===== src/rtl/pv_pkg.sv =====
package pv_pkg;
   // bits needed to hold a count from 0 to n
   function automatic int cnt_bits(input int n);
      return (n < 1) ? 1 : $clog2(n + 1);
   endfunction
endpackage


===== src/rtl/pv_popcount.sv =====
module pv_popcount #(
   parameter int N  = 5,
   parameter int CW = 3
) (
   input  logic [N-1:0]  vec,
   output logic [CW-1:0] count
);
   generate
      if (N == 1) begin : g_single
         assign count = CW'(vec[0]);
      end else begin : g_sum
         always_comb begin
            count = '0;
            for (int i = 0; i < N; i++) count = count + CW'(vec[i]);
         end
      end
   endgenerate
endmodule


===== src/rtl/pv_threshold.sv =====
module pv_threshold #(
   parameter int CW = 3
) (
   input  logic [CW-1:0] ones,
   input  logic [CW-1:0] trusted,
   output logic          vote
);
   logic [CW-1:0] need;
   assign need = (trusted >> 1) + CW'(1);
   assign vote = (trusted != '0) && (ones >= need);

   always_comb begin
      // R2 (check): a vote of 1 always needs at least one trusted 1
      if (vote) assert (ones != '0) else $error("p_vote_needs_one_r2");
   end
endmodule


===== src/rtl/pv_mask_reg.sv =====
module pv_mask_reg #(
   parameter int N = 5
) (
   input  logic         clk,
   input  logic         rst,
   input  logic [N-1:0] drop,
   output logic [N-1:0] mask
);
   generate
      for (genvar g = 0; g < N; g++) begin : g_bit
         always_ff @(posedge clk) begin
            if (rst)          mask[g] <= 1'b1;
            else if (drop[g]) mask[g] <= 1'b0;
         end

         p_sticky_r5: assert property (@(posedge clk) disable iff (rst)
            !mask[g] |=> !mask[g]);
      end
   endgenerate

   p_reset_full_r1: assert property (@(posedge clk)
      rst |=> (mask == {N{1'b1}}));
endmodule


===== src/rtl/purge_voter.sv =====
module purge_voter #(
   parameter int NMOD = 5
) (
   input  logic            clk,
   input  logic            rst,
   input  logic [NMOD-1:0] mod_bits,
   output logic            voted,
   output logic [NMOD-1:0] trust_mask,
   output logic [NMOD-1:0] purge_evt,
   output logic            no_majority
);
   localparam int CW = pv_pkg::cnt_bits(NMOD);

   generate
      if (NMOD < 2 || NMOD > 64) begin : g_bad_nmod
         $error("purge_voter: NMOD must lie in 2..64");
      end
   endgenerate

   logic [CW-1:0]   n_trusted, n_ones;
   logic [NMOD-1:0] odd_one;
   logic            stalemate;

   pv_popcount #(.N(NMOD), .CW(CW)) u_cnt_trust (
      .vec(trust_mask), .count(n_trusted));
   pv_popcount #(.N(NMOD), .CW(CW)) u_cnt_ones (
      .vec(trust_mask & mod_bits), .count(n_ones));

   pv_threshold #(.CW(CW)) u_thr (
      .ones(n_ones), .trusted(n_trusted), .vote(voted));

   assign odd_one     = trust_mask & (mod_bits ^ {NMOD{voted}});
   assign stalemate   = (n_trusted <= CW'(2)) && (odd_one != '0);
   assign no_majority = stalemate || (n_trusted == '0);
   assign purge_evt   = stalemate ? '0 : odd_one;

   pv_mask_reg #(.N(NMOD)) u_mask (
      .clk(clk), .rst(rst), .drop(purge_evt), .mask(trust_mask));

   p_pulse_clears_r3: assert property (@(posedge clk) disable iff (rst)
      (purge_evt != '0) |=> ((trust_mask & $past(purge_evt)) == '0));
   p_pulse_trusted_r5: assert property (@(posedge clk) disable iff (rst)
      (purge_evt & ~trust_mask) == '0);
   p_hold_keeps_r6: assert property (@(posedge clk) disable iff (rst)
      no_majority |=> $stable(trust_mask));
   p_hold_low_r6: assert property (@(posedge clk) disable iff (rst)
      no_majority |-> !voted);
endmodule


===== config.mk =====
export PLATFORM = sky130hd
export DESIGN_NAME = purge_voter
export DESIGN_NICKNAME = d
export VERILOG_FILES = /design/src/rtl/pv_pkg.sv /design/src/rtl/pv_popcount.sv /design/src/rtl/pv_threshold.sv /design/src/rtl/pv_mask_reg.sv /design/src/rtl/purge_voter.sv
export SDC_FILE = /design/constraint.sdc
export NUM_CORES = 1
export LEC_CHECK = 0
export ABC_AREA = 1
export BUFFER_PORTS_ARGS = -buffer_cell sky130_fd_sc_hd__buf_4
export CAP_MARGIN = 40
export CORE_MARGIN = 10
export CORE_UTILIZATION = 33
export DETAILED_ROUTE_END_ITERATION = 8
export HOLD_SLACK_MARGIN = 0.1
export SLEW_MARGIN = 20
export SYNTH_ARGS = -nofsm -noshare
export SYNTH_HDL_FRONTEND = slang
export SYNTH_SLANG_ARGS = --single-unit

===== constraint.sdc =====
create_clock -name clk -period 3.8 [get_ports clk]
set_input_delay 0.76 -clock clk [delete_from_list [all_inputs] [get_ports clk]]
set_output_delay 0.76 -clock clk [all_outputs]
set_load 0.01 [all_outputs]

==> impl_results.html <==
<table>
<tr><th>Metric</th><th>Value</th></tr>
<tr><th colspan="2">Clock network</th></tr>
<tr><td>Clock insertion delay at the later pin of the skew report</td><td>0.24 ns</td></tr>
<tr><td>Num Clock Sinks</td><td>5</td></tr>
<tr><td>Buffer depth of the longest clock path</td><td>2</td></tr>
<tr><td>Root buffer selected by CTS</td><td>clkbuf_4</td></tr>
<tr><td>Clock slew at the register clock pins of the worst setup and hold paths</td><td>0.04 ns</td></tr>
<tr><td>CTS Buf Count</td><td>3</td></tr>
<tr><td>Hold buffers post-CTS</td><td>0</td></tr>
<tr><td>H-tree depth reported by CTS</td><td>1</td></tr>
<tr><td>Clock tree from TritonCTS</td><td>built</td></tr>
<tr><th colspan="2">Floorplanning</th></tr>
<tr><td>Total die area</td><td>0.004076 mm^2</td></tr>
<tr><td>Std cell rows</td><td>15</td></tr>
<tr><td>DIE HEIGHT</td><td>63.85 um</td></tr>
<tr><td>X dimension of the die</td><td>63.85 um</td></tr>
<tr><td>Initial cell density of the core</td><td>35.58%</td></tr>
<tr><td>Total I/O pin count</td><td>19</td></tr>
<tr><td>Core footprint</td><td>0.001783 mm^2</td></tr>
<tr><th colspan="2">Min path</th></tr>
<tr><td>Hold path start</td><td>u_mask.mask[4]$_SDFFE_PP1P_</td></tr>
<tr><td>Hold Path Sink</td><td>u_mask.mask[4]$_SDFFE_PP1P_</td></tr>
<tr><td>Hold path cells</td><td>2</td></tr>
<tr><td>Kind of path behind the tightest hold check</td><td>reg2reg</td></tr>
<tr><th colspan="2">Final layout</th></tr>
<tr><td>Antenna Cells</td><td>0</td></tr>
<tr><td>Max reg flops</td><td>5</td></tr>
<tr><td>Area added between synthesis and finish</td><td>109.3%</td></tr>
<tr><td>Fraction of layout cells with a size suffix above 1</td><td>73.94%</td></tr>
<tr><td>Fillcell total</td><td>129</td></tr>
<tr><td>Count of nets after finishing</td><td>161</td></tr>
<tr><td>Top flop regs</td><td>u_mask.mask x5</td></tr>
<tr><td>Register bank with the most flops</td><td>u_mask.mask</td></tr>
<tr><th colspan="2">Status</th></tr>
<tr><td>Failing checks</td><td>setup timing</td></tr>
<tr><td>Outcome</td><td>finished with violations</td></tr>
<tr><th colspan="2">Placement</th></tr>
<tr><td>Worst setup timing slack at the placement stage</td><td>-0.5642 ns</td></tr>
<tr><td>Placer Congestion</td><td>0.7049</td></tr>
<tr><td>HPWL after DPL</td><td>1527 um</td></tr>
<tr><td>Number of port buffers</td><td>18</td></tr>
<tr><th colspan="2">Synth</th></tr>
<tr><td>Synthesized area divided by synthesized cell count</td><td>6.971 um^2</td></tr>
<tr><td>Mapped Area</td><td>634.4 um^2</td></tr>
<tr><td>Yosys warns</td><td>0</td></tr>
<tr><td>Count of cell types in the netlist</td><td>15</td></tr>
<tr><td>Share of synthesized area occupied by flip-flops and latches</td><td>15.78%</td></tr>
<tr><td>Post-Syn Nets</td><td>109</td></tr>
<tr><td>Cell count after synthesis</td><td>91</td></tr>
<tr><td>Synth Register Bits</td><td>5</td></tr>
<tr><th colspan="2">Setup path</th></tr>
<tr><td>List of cells traversed by the critical path</td><td>buf_4 &gt; nand2_2 &gt; inv_2 &gt; ha_4 &gt; fa_1 &gt; ha_2 &gt; fa_1 &gt; ha_4 &gt; nand2_2 &gt; inv_2 &gt; nand2_2 &gt; nand2_4 &gt; nand2_8 &gt; nand2_2 &gt; nand3_2 &gt; nand2_2 &gt; o21bai_4 &gt; nand2_2 &gt; inv_2 &gt; buf_6</td></tr>
<tr><td>Biggest cell delay along the critical path</td><td>0.55 ns</td></tr>
<tr><td>Worst path required time</td><td>3.04 ns</td></tr>
<tr><td>Crit path top cell by count</td><td>nand2_2</td></tr>
<tr><td>CP Max Fanout</td><td>6</td></tr>
<tr><td>Worst Setup End Kind</td><td>primary output</td></tr>
<tr><td>Count of buffering cells on the critical path with inverters included</td><td>5</td></tr>
<tr><td>RR Endpoint</td><td>u_mask.mask[1]$_SDFFE_PP1P_</td></tr>
<tr><td>R2r worst-path depth</td><td>29</td></tr>
<tr><td>Setup Crit Path Kind</td><td>in2out</td></tr>
<tr><td>Master of the slowest instance on the critical path</td><td>fa_1</td></tr>
<tr><td>WP data arrival</td><td>3.67 ns</td></tr>
<tr><td>CP Launch Type</td><td>primary input</td></tr>
<tr><td>Cell type group with the largest total delay on the critical path</td><td>adder cells</td></tr>
<tr><td>Setup slack of the worst register-to-register path</td><td>-0.50 ns</td></tr>
<tr><td>Worst R2R Start</td><td>u_mask.mask[1]$_SDFFE_PP1P_</td></tr>
<tr><th colspan="2">STA</th></tr>
<tr><td>Worst hold slack</td><td>0.5145 ns</td></tr>
<tr><td>Min Tclk post-route</td><td>4.426 ns</td></tr>
<tr><td>Unrepaired setup endpoints after global routing</td><td>yes</td></tr>
<tr><td>Final Setup Violations</td><td>9</td></tr>
<tr><td>Final Skew</td><td>0.003393 ns</td></tr>
<tr><td>Final worst setup slack</td><td>-0.6256 ns</td></tr>
<tr><td>Relative slew slack</td><td>76.20%</td></tr>
<tr><td>Max Clk Rate</td><td>226.0 MHz</td></tr>
<tr><td>Worst slew pin tran</td><td>0.3533 ns</td></tr>
<tr><td>Period Utilization, post-route</td><td>116.5%</td></tr>
<tr><td>Hold Fails Final Rpt</td><td>0</td></tr>
<tr><td>Fin. max-slew vios</td><td>0</td></tr>
<tr><th colspan="2">Drt</th></tr>
<tr><td>Pre-antenna DRT Iters</td><td>3</td></tr>
<tr><td>Vias per inst</td><td>4.605</td></tr>
<tr><td>Number of remaining DRC errors</td><td>0</td></tr>
<tr><td>WL/cell</td><td>14.92 um</td></tr>
<tr><td>Total via count after detailed routing</td><td>769</td></tr>
<tr><td>Remaining antenna violation count</td><td>0</td></tr>
<tr><td>Iteration-0 DRC Markers</td><td>22</td></tr>
<tr><td>Post-Route WL</td><td>2491 um</td></tr>
<tr><th colspan="2">GRT</th></tr>
<tr><td>Via count of the first global-routing pass</td><td>857</td></tr>
<tr><td>Initial antenna violation count</td><td>0</td></tr>
<tr><td>Wire length of the first global-routing pass</td><td>3919 um</td></tr>
<tr><td>Aggregate global routing overflow</td><td>0</td></tr>
<tr><td>Maximum number of pins on one net before global-route repair</td><td>8</td></tr>
<tr><td>Global Route Usage Sum</td><td>11.69%</td></tr>
<tr><th colspan="2">Job</th></tr>
<tr><td>MaxCap Viol Count</td><td>0</td></tr>
</table>
metrics by stage:
step | cells | TNS (ns) | utilization (%) | area (um^2)
floorplan | 91 | -0.6211 | - | 721.9
global placement | 150 | -2.938 | 56.56 | 1008
detailed placement | 150 | -3.266 | 56.56 | 1008
CTS | 167 | -3.900 | 70.11 | 1250
global route | 167 | -5.737 | 74.46 | 1328
finish | 167 | -4.503 | 74.46 | 1328
worst max path at each step:
stage                                      startpoint            to  cells after the start
after floorplan           u_mask.mask[1]$_SDFFE_PP1P_  purge_evt[0]                     21
after global placement                    mod_bits[1]  purge_evt[0]                     20
after detailed placement                  mod_bits[1]  purge_evt[0]                     20
after CTS                 u_mask.mask[1]$_SDFFE_PP1P_  purge_evt[1]                     22
after global routing      u_mask.mask[1]$_SDFFE_PP1P_  purge_evt[1]                     22
final                                     mod_bits[0]  purge_evt[1]                     20
cells in the mapped netlist:
cell type	count	share of area, %
nand2_4	2	3.6
a21oi_2	1	1.4
nand2_1	21	12
nand3_4	1	2.8
fa_1	4	13
inv_1	27	16
nor2_1	3	1.8
nand3_2	3	4.7
o21bai_2	1	1.8
nand3_1	8	6.3
dfxtp_1	5	16
nand2_2	3	3.0
ha_1	7	14
o21ai_0	4	3.2
or2_2	1	0.99
cells in the final DEF (no fill, tap or decap):
cell type / count
clkbuf_1: 1
nand2_4: 4
nand3_2: 11
or2_4: 1
ha_2: 2
dfxtp_4: 1
dfxtp_1: 3
dfxtp_2: 1
inv_2: 8
buf_6: 21
buf_4: 26
fa_1: 3
nand2_1: 6
fa_2: 1
ha_1: 1
nand2_8: 1
o21bai_4: 1
ha_4: 4
nand3_4: 1
o21ai_0: 4
nand2_2: 15
inv_1: 19
nor2_4: 3
a21oi_4: 1
clkbuf_4: 3
cell type report:
class                      count  area (um^2)  area share (%)
sequential                     5        105.1           7.917
multi-input combinational     59        631.9           47.60
timing repair buffer          47        431.7           32.52
inverter                      27        101.3           7.634
tap                           25        31.28           2.356
clock buffer                   4        26.28           1.979
timing repair:
| action | 4_1_cts | 5_1_grt |
|---|---|---|
| setup buffers | 13 | 4 |
| pin swaps | 14 | 5 |
| endpoints found under the setup margin | 7 | 9 |
| gates resized for setup | 33 | 18 |
worst register-to-register path: cells and delay by family, from the launching register on:
family | cells | cell delay, ns
simple gates | 12 | 1.10
fa+ha+maj | 5 | 1.54
compound gates | 1 | 0.19
buf+inv | 11 | 1.00
flops | 1 | 0.34
cells by family after synthesis:
family	count (synthesis)	share of synthesized area (%)
DFF	5	15.78
adders and majority gates	11	26.43
AOI/OAI and AO/OA	6	6.312
buffers and inverters	27	15.98
and+or+nand+nor	42	35.51
per-layer routing:
layer	wire length [um]	part of all wire, %	track usage (%)	vias to the layer above
met2	1355	54	21.77	20
met4	61	2.4	4.372	0
met1	977	39	12.12	367
met5	0	0	0	-
met3	98	3.9	3.136	6
li1	-	-	-	376
Power is not shown: default switching activity piles up to over one toggle a cycle in this logic, so the estimate is an artifact.
